===== src/rtl/cyc_start_pkg.sv =====
// Package: shared types for the cycle-start request generator.
// Assumes: nothing beyond IEEE 1800-2017.
package cyc_start_pkg;

    // Arming state of the cycle-master function
    typedef enum logic [1:0] {
        ARM_IDLE    = 2'd0,  // enable low, function off
        ARM_RUN     = 2'd1,  // enable high, function live
        ARM_TRIPPED = 2'd2   // shut down by timeout, waiting for enable low
    } arm_state_e;

endpackage


===== src/rtl/cyc_arm_fsm.sv =====
// Module: cyc_arm_fsm
// Tracks whether the cycle-master function is live. It arms one cycle
// after the enable is seen high. A timeout while live moves it to a
// tripped state, which it leaves only when the enable is seen low.
// Assumes: cm_en and cyc_tmo are synchronous to clk.
module cyc_arm_fsm
    import cyc_start_pkg::*;
(
    input  logic clk,
    input  logic rst_n,
    input  logic cm_en,
    input  logic cyc_tmo,
    output logic armed,
    output logic tripped
);

    arm_state_e state_q, state_d;

    // Next-state decode for the arming sequence
    always_comb begin
        state_d = state_q;
        unique case (state_q)
            ARM_IDLE:    if (cm_en) state_d = ARM_RUN;
            ARM_RUN:     if (!cm_en) state_d = ARM_IDLE;
                         else if (cyc_tmo) state_d = ARM_TRIPPED;
            ARM_TRIPPED: if (!cm_en) state_d = ARM_IDLE;
            default:     state_d = ARM_IDLE;
        endcase
    end

    // State register with synchronous active-low reset
    always_ff @(posedge clk) begin
        if (!rst_n) state_q <= ARM_IDLE;
        else        state_q <= state_d;
    end

    assign armed   = (state_q == ARM_RUN);
    assign tripped = (state_q == ARM_TRIPPED);

    // timeout while live trips the function
    p_tmo_trips_r5: assert property (@(posedge clk) disable iff (!rst_n)
        (armed && cm_en && cyc_tmo) |=> tripped);

    // tripped state survives while enable stays high
    p_trip_sticky_r6: assert property (@(posedge clk) disable iff (!rst_n)
        (tripped && cm_en) |=> tripped);

    // enable low always clears the tripped state
    p_trip_clears_r6: assert property (@(posedge clk) disable iff (!rst_n)
        (!cm_en) |=> !tripped);

    // timeout with enable low never trips
    p_tmo_ignored_r9: assert property (@(posedge clk) disable iff (!rst_n)
        (!cm_en && cyc_tmo) |=> !tripped);

    // Never live and tripped at once
    p_state_excl: assert property (@(posedge clk) disable iff (!rst_n)
        !(armed && tripped));

endmodule


===== src/rtl/cyc_req_ctrl.sv =====
// Module: cyc_req_ctrl
// Holds the outstanding cycle-start request. A cycle-count tick sets it
// when the function is live, the node is root and the transmitter may
// send. Cancel conditions beat a new tick, and a new tick beats an
// acknowledge.
// Assumes: armed comes from a registered arming state.
module cyc_req_ctrl (
    input  logic clk,
    input  logic rst_n,
    input  logic armed,
    input  logic is_root,
    input  logic cnt_tick,
    input  logic cyc_tmo,
    input  logic tx_en,
    input  logic tx_rst,
    input  logic start_ack,
    output logic pending
);

    logic cancel;
    logic launch;

    // Conditions that wipe the request regardless of a tick
    always_comb begin
        cancel = !armed || !is_root || !tx_en || tx_rst || cyc_tmo;
        launch = cnt_tick && !cancel;
    end

    // Pending-request register
    always_ff @(posedge clk) begin
        if (!rst_n)         pending <= 1'b0;
        else if (cancel)    pending <= 1'b0;
        else if (launch)    pending <= 1'b1;
        else if (start_ack) pending <= 1'b0;
    end

    // qualified tick yields a request next cycle
    p_tick_req_r2: assert property (@(posedge clk) disable iff (!rst_n)
        (armed && is_root && tx_en && !tx_rst && !cyc_tmo && cnt_tick) |=> pending);

    // request held until acknowledged
    p_req_held_r4: assert property (@(posedge clk) disable iff (!rst_n)
        (pending && armed && is_root && tx_en && !tx_rst && !cyc_tmo && !start_ack) |=> pending);

    // acknowledge without new tick drops the request
    p_ack_clears_r4: assert property (@(posedge clk) disable iff (!rst_n)
        (start_ack && !cnt_tick) |=> !pending);

    // loss of root cancels
    p_root_cancel_r7: assert property (@(posedge clk) disable iff (!rst_n)
        (!is_root) |=> !pending);

    // transmitter reset or disable cancels
    p_tx_cancel_r8: assert property (@(posedge clk) disable iff (!rst_n)
        (tx_rst || !tx_en) |=> !pending);

endmodule


===== src/rtl/cyc_start_gen.sv =====
// Module: cyc_start_gen (top)
// Cycle-master start generator. It raises a cycle-start request on each
// cycle-count advance while enabled, root, and allowed to transmit. A
// timeout shuts it down until the enable is cleared and set again.
// Assumes: all inputs are synchronous to clk; tick and timeout are
// single-cycle pulses.
module cyc_start_gen (
    input  logic clk,
    input  logic rst_n,
    input  logic cm_en,
    input  logic is_root,
    input  logic cnt_tick,
    input  logic cyc_tmo,
    input  logic tx_en,
    input  logic tx_rst,
    input  logic start_ack,
    output logic start_req,
    output logic cm_disabled
);

    logic armed;
    logic tripped;
    logic pending;

    // Arming sequence and timeout shutdown
    cyc_arm_fsm u_arm (
        .clk     (clk),
        .rst_n   (rst_n),
        .cm_en   (cm_en),
        .cyc_tmo (cyc_tmo),
        .armed   (armed),
        .tripped (tripped)
    );

    // Outstanding request tracking
    cyc_req_ctrl u_req (
        .clk       (clk),
        .rst_n     (rst_n),
        .armed     (armed),
        .is_root   (is_root),
        .cnt_tick  (cnt_tick),
        .cyc_tmo   (cyc_tmo),
        .tx_en     (tx_en),
        .tx_rst    (tx_rst),
        .start_ack (start_ack),
        .pending   (pending)
    );

    assign start_req   = pending;
    assign cm_disabled = tripped;

    // no request while disabled
    p_no_req_tripped_r6: assert property (@(posedge clk) disable iff (!rst_n)
        cm_disabled |-> !start_req);

    // timeout while live clears the request and sets the flag
    p_tmo_kills_req_r5: assert property (@(posedge clk) disable iff (!rst_n)
        (armed && cm_en && cyc_tmo) |=> (cm_disabled && !start_req));

    // a request needs the previous cycle to have been live
    p_req_needs_arm_r3: assert property (@(posedge clk) disable iff (!rst_n)
        (!armed) |=> !start_req);

endmodule


===== config.mk =====
export PLATFORM = sky130hd
export DESIGN_NAME = cyc_start_gen
export DESIGN_NICKNAME = d
export VERILOG_FILES = /design/src/rtl/cyc_start_pkg.sv /design/src/rtl/cyc_arm_fsm.sv /design/src/rtl/cyc_req_ctrl.sv /design/src/rtl/cyc_start_gen.sv
export SDC_FILE = /design/constraint.sdc
export NUM_CORES = 1
export LEC_CHECK = 0
export BUFFER_PORTS_ARGS = -buffer_cell sky130_fd_sc_hd__buf_2
export CAP_MARGIN = 20
export CORE_AREA = 4 4 41 43
export DETAILED_ROUTE_END_ITERATION = 10
export DIE_AREA = 0 0 45 47
export GPL_ROUTABILITY_DRIVEN = 0
export PLACE_DENSITY_LB_ADDON = 0.1
export REMOVE_ABC_BUFFERS = 1
export SLEW_MARGIN = 10
export SYNTH_ARGS = -nofsm -noshare
export SYNTH_HDL_FRONTEND = slang
export SYNTH_SLANG_ARGS = --single-unit

===== constraint.sdc =====
create_clock -name clk -period 1.9 [get_ports clk]
set_input_delay 0.19 -clock clk [delete_from_list [all_inputs] [get_ports clk]]
set_output_delay 0.19 -clock clk [all_outputs]
set_load 0.02 [all_outputs]

==> results of run 1 <==
==> power groups by stage <==
stage                     registers (mW)  logic [mW]  clock network, mW
after floorplan                   0.0673     0.00465                  0
after global placement            0.0678      0.0147                  0
final                             0.0669      0.0148              0.112
after CTS                         0.0669      0.0152              0.120
after detailed placement          0.0678      0.0151                  0
after global routing              0.0672      0.0166              0.125
==> registers in the layout (all words and copies together), names as in the netlist <==
register and cells:
u_arm.state_q 2, u_req.pending 1
==> layer usage <==
layer,vias up,track usage (%),wire length [µm]
li1,74,-,-
met4,0,5.26,0
met3,0,4.98,72
met5,-,0,0
met2,6,8.47,255
met1,74,2.73,102
==> cell type report <==
type | instances | area share, %
clock buffer | 4 | 11.6
sequential | 3 | 26.5
tap | 15 | 8.29
timing repair buffer | 10 | 22.1
multi-input combinational | 9 | 31.5
==> worst max path at each step <==
stage,startpoint,end,slack [ps],cells past startpoint
after global routing,u_arm.state_q[1],cm_disabled,690,2
after global placement,u_arm.state_q[1],cm_disabled,1050,2
final,u_arm.state_q[1],cm_disabled,760,2
after floorplan,u_arm.state_q[1],u_arm.state_q[1],940,2
after CTS,u_arm.state_q[1],cm_disabled,740,2
after detailed placement,u_arm.state_q[1],cm_disabled,990,2
==> logic make-up after synthesis <==
group	synth area share, %
DFF	45.7
AOI/OAI and AO/OA	19.0
and+or+nand+nor	35.2
==> cells in the mapped netlist <==
library cell	number
and4b_1	1
nor2b_1	2
a21oi_1	1
and3b_1	1
nand3b_1	1
nor3b_1	1
dfxtp_1	3
o211a_1	2
==> flow_summary.ini, run 1 <==
[final_layout]
syn2layout_area_growth_pct = 72.4
final_cells = 41
antennaDiodeCount = 0
ff_latch_area_um2 = 60.1
design_area_um2 = 226
layout_commonest_cell = buf_2
final_cell_mix = buf_2, clkbuf_4, dfxtp_1
multiInputGateArea_um2 = 71.3
utilization_pct = 17.4
nets = 36
drive_gt1_share_pct = 50.0
fillers = 161

[power]
comb_power_share_pct = 7.7
power_per_cell_area_nw_per_um2 = 854
p_switching_mw = 0.0404
pwr-share-seq_pct = 34.6
p_clk_share_pct = 57.7
finalPower_mw = 0.193
vdd_ir_drop_max_uv = 173
internal_power_mw = 0.153
p_sw_share_pct = 20.9
p_leak_nw = 0.135

[clocking]
numCtsBuffers = 3
cts_resized = 0
cts_max_level = 1
clk-insertion-delay-late_ps = 230
clkTransAtPathRegs_ps = 40
postCtsSetupRepairBufs = 0
cts_buffer_depth = 2
clock_sinks = 3
clock-root-buffer = clkbuf_4
cts_hold_buf = 0
cts_tree = yes

[routing]
drtPass1Iterations = 4
wl_per_cell_um = 10.5
drcViolationCount = 0
wl_um = 430
vias_per_cell = 3.76
drt_iter0_markers = 2
vias = 154
postRouteAntennaNets = 0

[timing]
slew_headroom_pct = 87.0
clock.fmax_mhz = 876
period_minus_slack_ps = 1140
whs_ps = 169
clock_skew_ps = 2.09
tns_ps = 0
setup_viol = 0
post-route-period-util_pct = 60.1
maxSlewViolCount = 0
grt_setup_unrepaired = false
hold_viol_final = 0
worst_slack_ps = 758
worst_pin_slew_ps = 195

[die]
die_x_um = 45
initial_core_util_pct = 10.1
die_area_um2 = 2120
die_h_um = 47
io_pins = 11
rows = 13
core_um2 = 1300

[setup_path]
cp_num_buf_inv = 1
slowest_stage = dfxtp_1
r2r_setup_slack_ps = 1070
r2r-start = u_arm.state_q[1]
cp.required_ps = 1710
cp_max_fo = 4
cp-start-kind = flop
critPathMaxStageDelay_ps = 350
r2r-end = u_arm.state_q[1]
cp_data_arrival_time_ps = 950
reg2reg_depth = 2
critical_path.top_delay_family = flip-flops
crit_chain = nor2b_1 > buf_2
criticalPathCategory = flop to output port
cp-end-kind = output port

[global_routing]
grt_max_degree = 5
grt_usage_pct = 5.06
grt_pass1_vias = 180
grt_pass1_wl_um = 683
grt_overflow_total = 0
antenna_found_initial = 0

[yosys]
syn_area_per_cell_um2 = 10.9
ys_seq_area_share_pct = 45.7
synth_top_cell_area_share_pct = 45.7
yosysTopAreaCell = dfxtp_1
synthTopCellsByArea = dfxtp_1, o211a_1, nor2b_1, and4b_1, and3b_1
ys_ff_latch = 3
syn_area_um2 = 131
synth_cells = 12
synth_warnings = 0
ys_types = 8

[hold_path]
hold_path_end = u_arm.state_q[0]
holdPathStages = 2
hold_start = cyc_tmo
hp-class = primary input to flop

[placed_design]
postPlaceCellArea_um2 = 200
port_buffers = 10
dp_hpwl_um = 360
dp_cells = 37
dp_slack_ps = 995

[status]
status = completed

[run]
max_cap_viol_count = 0
Note: power is estimated with default switching activity, not from simulation.
==> run 2: changes to the inputs <==
- clock period: 1.9 -> 1.1 ns (I/O delays scaled with it)
==> run 2 against run 1 <==
Against the previous run: hold slack got worse by 89 ps; clock skew rose by 0.52 ps; first-iteration DRC count fell by 100%; critical path depth did not move; critical endpoint unchanged; clock power rose by 74%.
==> flow_summary.ini, run 2 (synthesized netlist as in run 1, its figures left out) <==
[final_layout]
final_cells = 41
layout_commonest_cell = buf_2
largest_register_ff_count = 2
final_cell_mix = buf_2, clkbuf_4, dfxtp_1
regMostFlops = u_arm.state_q
fillers = 161
drive_gt1_share_pct = 53.8
antennaDiodeCount = 0
reg_top3 = u_arm.state_q x2, u_req.pending x1
design_area_um2 = 231
syn2layout_area_growth_pct = 76.2
nets = 36

[hold_path]
hp-class = primary input to flop

[routing]
drcViolationCount = 0
wl_um = 391
postRouteAntennaNets = 0
vias_per_cell = 3.51
wl_per_cell_um = 9.54
met2_length_um = 194
wl_met1_um = 101
wl_met3_um = 80
drtPass1Iterations = 1
highest_layer = met4
drt_iter0_markers = 0
vias = 144

[timing]
tns_ps = 0
clock_skew_ps = 2.61
slew_headroom_pct = 88.5
clock.fmax_mhz = 1000
grt_setup_unrepaired = false
maxSlewViolCount = 0
setup_viol = 0
hold_viol_final = 0
post-route-period-util_pct = 90.6
worst_slack_ps = 103
worst_pin_slew_ps = 172
period_minus_slack_ps = 997

[clocking]
cts_hold_buf = 0
clock_sinks = 3
clkTransAtPathRegs_ps = 40
postCtsSetupRepairBufs = 0
cts_tree = yes
clk-insertion-delay-late_ps = 230
cts_max_level = 1
clock-root-buffer = clkbuf_4
cts_buffer_depth = 2
numCtsBuffers = 3

[placed_design]
dp_slack_ps = 270
dp_cells = 37
port_buffers = 10
dp_hpwl_um = 312
postPlaceCellArea_um2 = 200

[global_routing]
grt_usage_pct = 4.74
grt_pass1_wl_um = 579
grt_max_degree = 5
grt_overflow_total = 0
grt_pass1_vias = 160
antenna_found_initial = 0

[power]
finalPower_mw = 0.336
vdd_ir_drop_max_uv = 234
p_leak_nw = 0.135
power_per_cell_area_nw_per_um2 = 1450

[die]
die_h_um = 47
die_x_um = 45
initial_core_util_pct = 10.1
core_um2 = 1300
rows = 13
io_pins = 11
die_area_um2 = 2120

[setup_path]
cp_data_arrival_time_ps = 890
cp-start-kind = flop
cp.required_ps = 990
cp_max_fo = 4
criticalPathCategory = flop to output port
cp-end-kind = output port

[run]
max_cap_viol_count = 0

[status]
status = completed
==> run 2: path summary, 6_finish.rpt <==
check,start,to,slack [ps],cells after the start
hold reg to reg,u_arm.state_q[0],u_arm.state_q[0],490,1
setup reg to reg,u_arm.state_q[1],u_arm.state_q[1],270,2
hold / removal,cyc_tmo,u_arm.state_q[0],80,2
setup / recovery,u_arm.state_q[1],cm_disabled,100,2
==> run 2: metal layers <==
layer  vias up  global-route usage (%)
met5         -                       0
met4         0                    8.77
met3         2                    5.36
met2         8                    5.37
met1        59                    2.72
li1         75                       -
==> run 2: area by class of cell <==
type	count	area (µm²)	area share, %
clock buffer	4	26.3	11.4
multi-input combinational	9	73.8	31.9
sequential	3	60.1	25.9
tap	15	18.8	8.11
timing repair buffer	10	52.6	22.7
==> run 2: stage by stage <==
stage | util, % | hold WS [ps]
CTS | 17.4 | 71.2
global route | 17.8 | 89.3
detailed placement | 15.4 | 325
global placement | 15.4 | 329
finish | 17.8 | 79.9
floorplan | - | 202
==> run 2: where the power goes <==
part	internal (mW)	switching, mW
clock network	0.136	0.0593
logic	0.0161	0.00928
registers	0.113	0.00310
==> run 2: critical path, stage by stage, from the launching register on <==
cell and delay [ps]:
dfxtp_1 340, nor2b_2 160, buf_4 150
==> run 2: timing repair <==
item,4_1_cts,5_1_grt
setup endpoints to repair,0,1
hold endpoints to repair,0,0
gates resized for setup,0,2
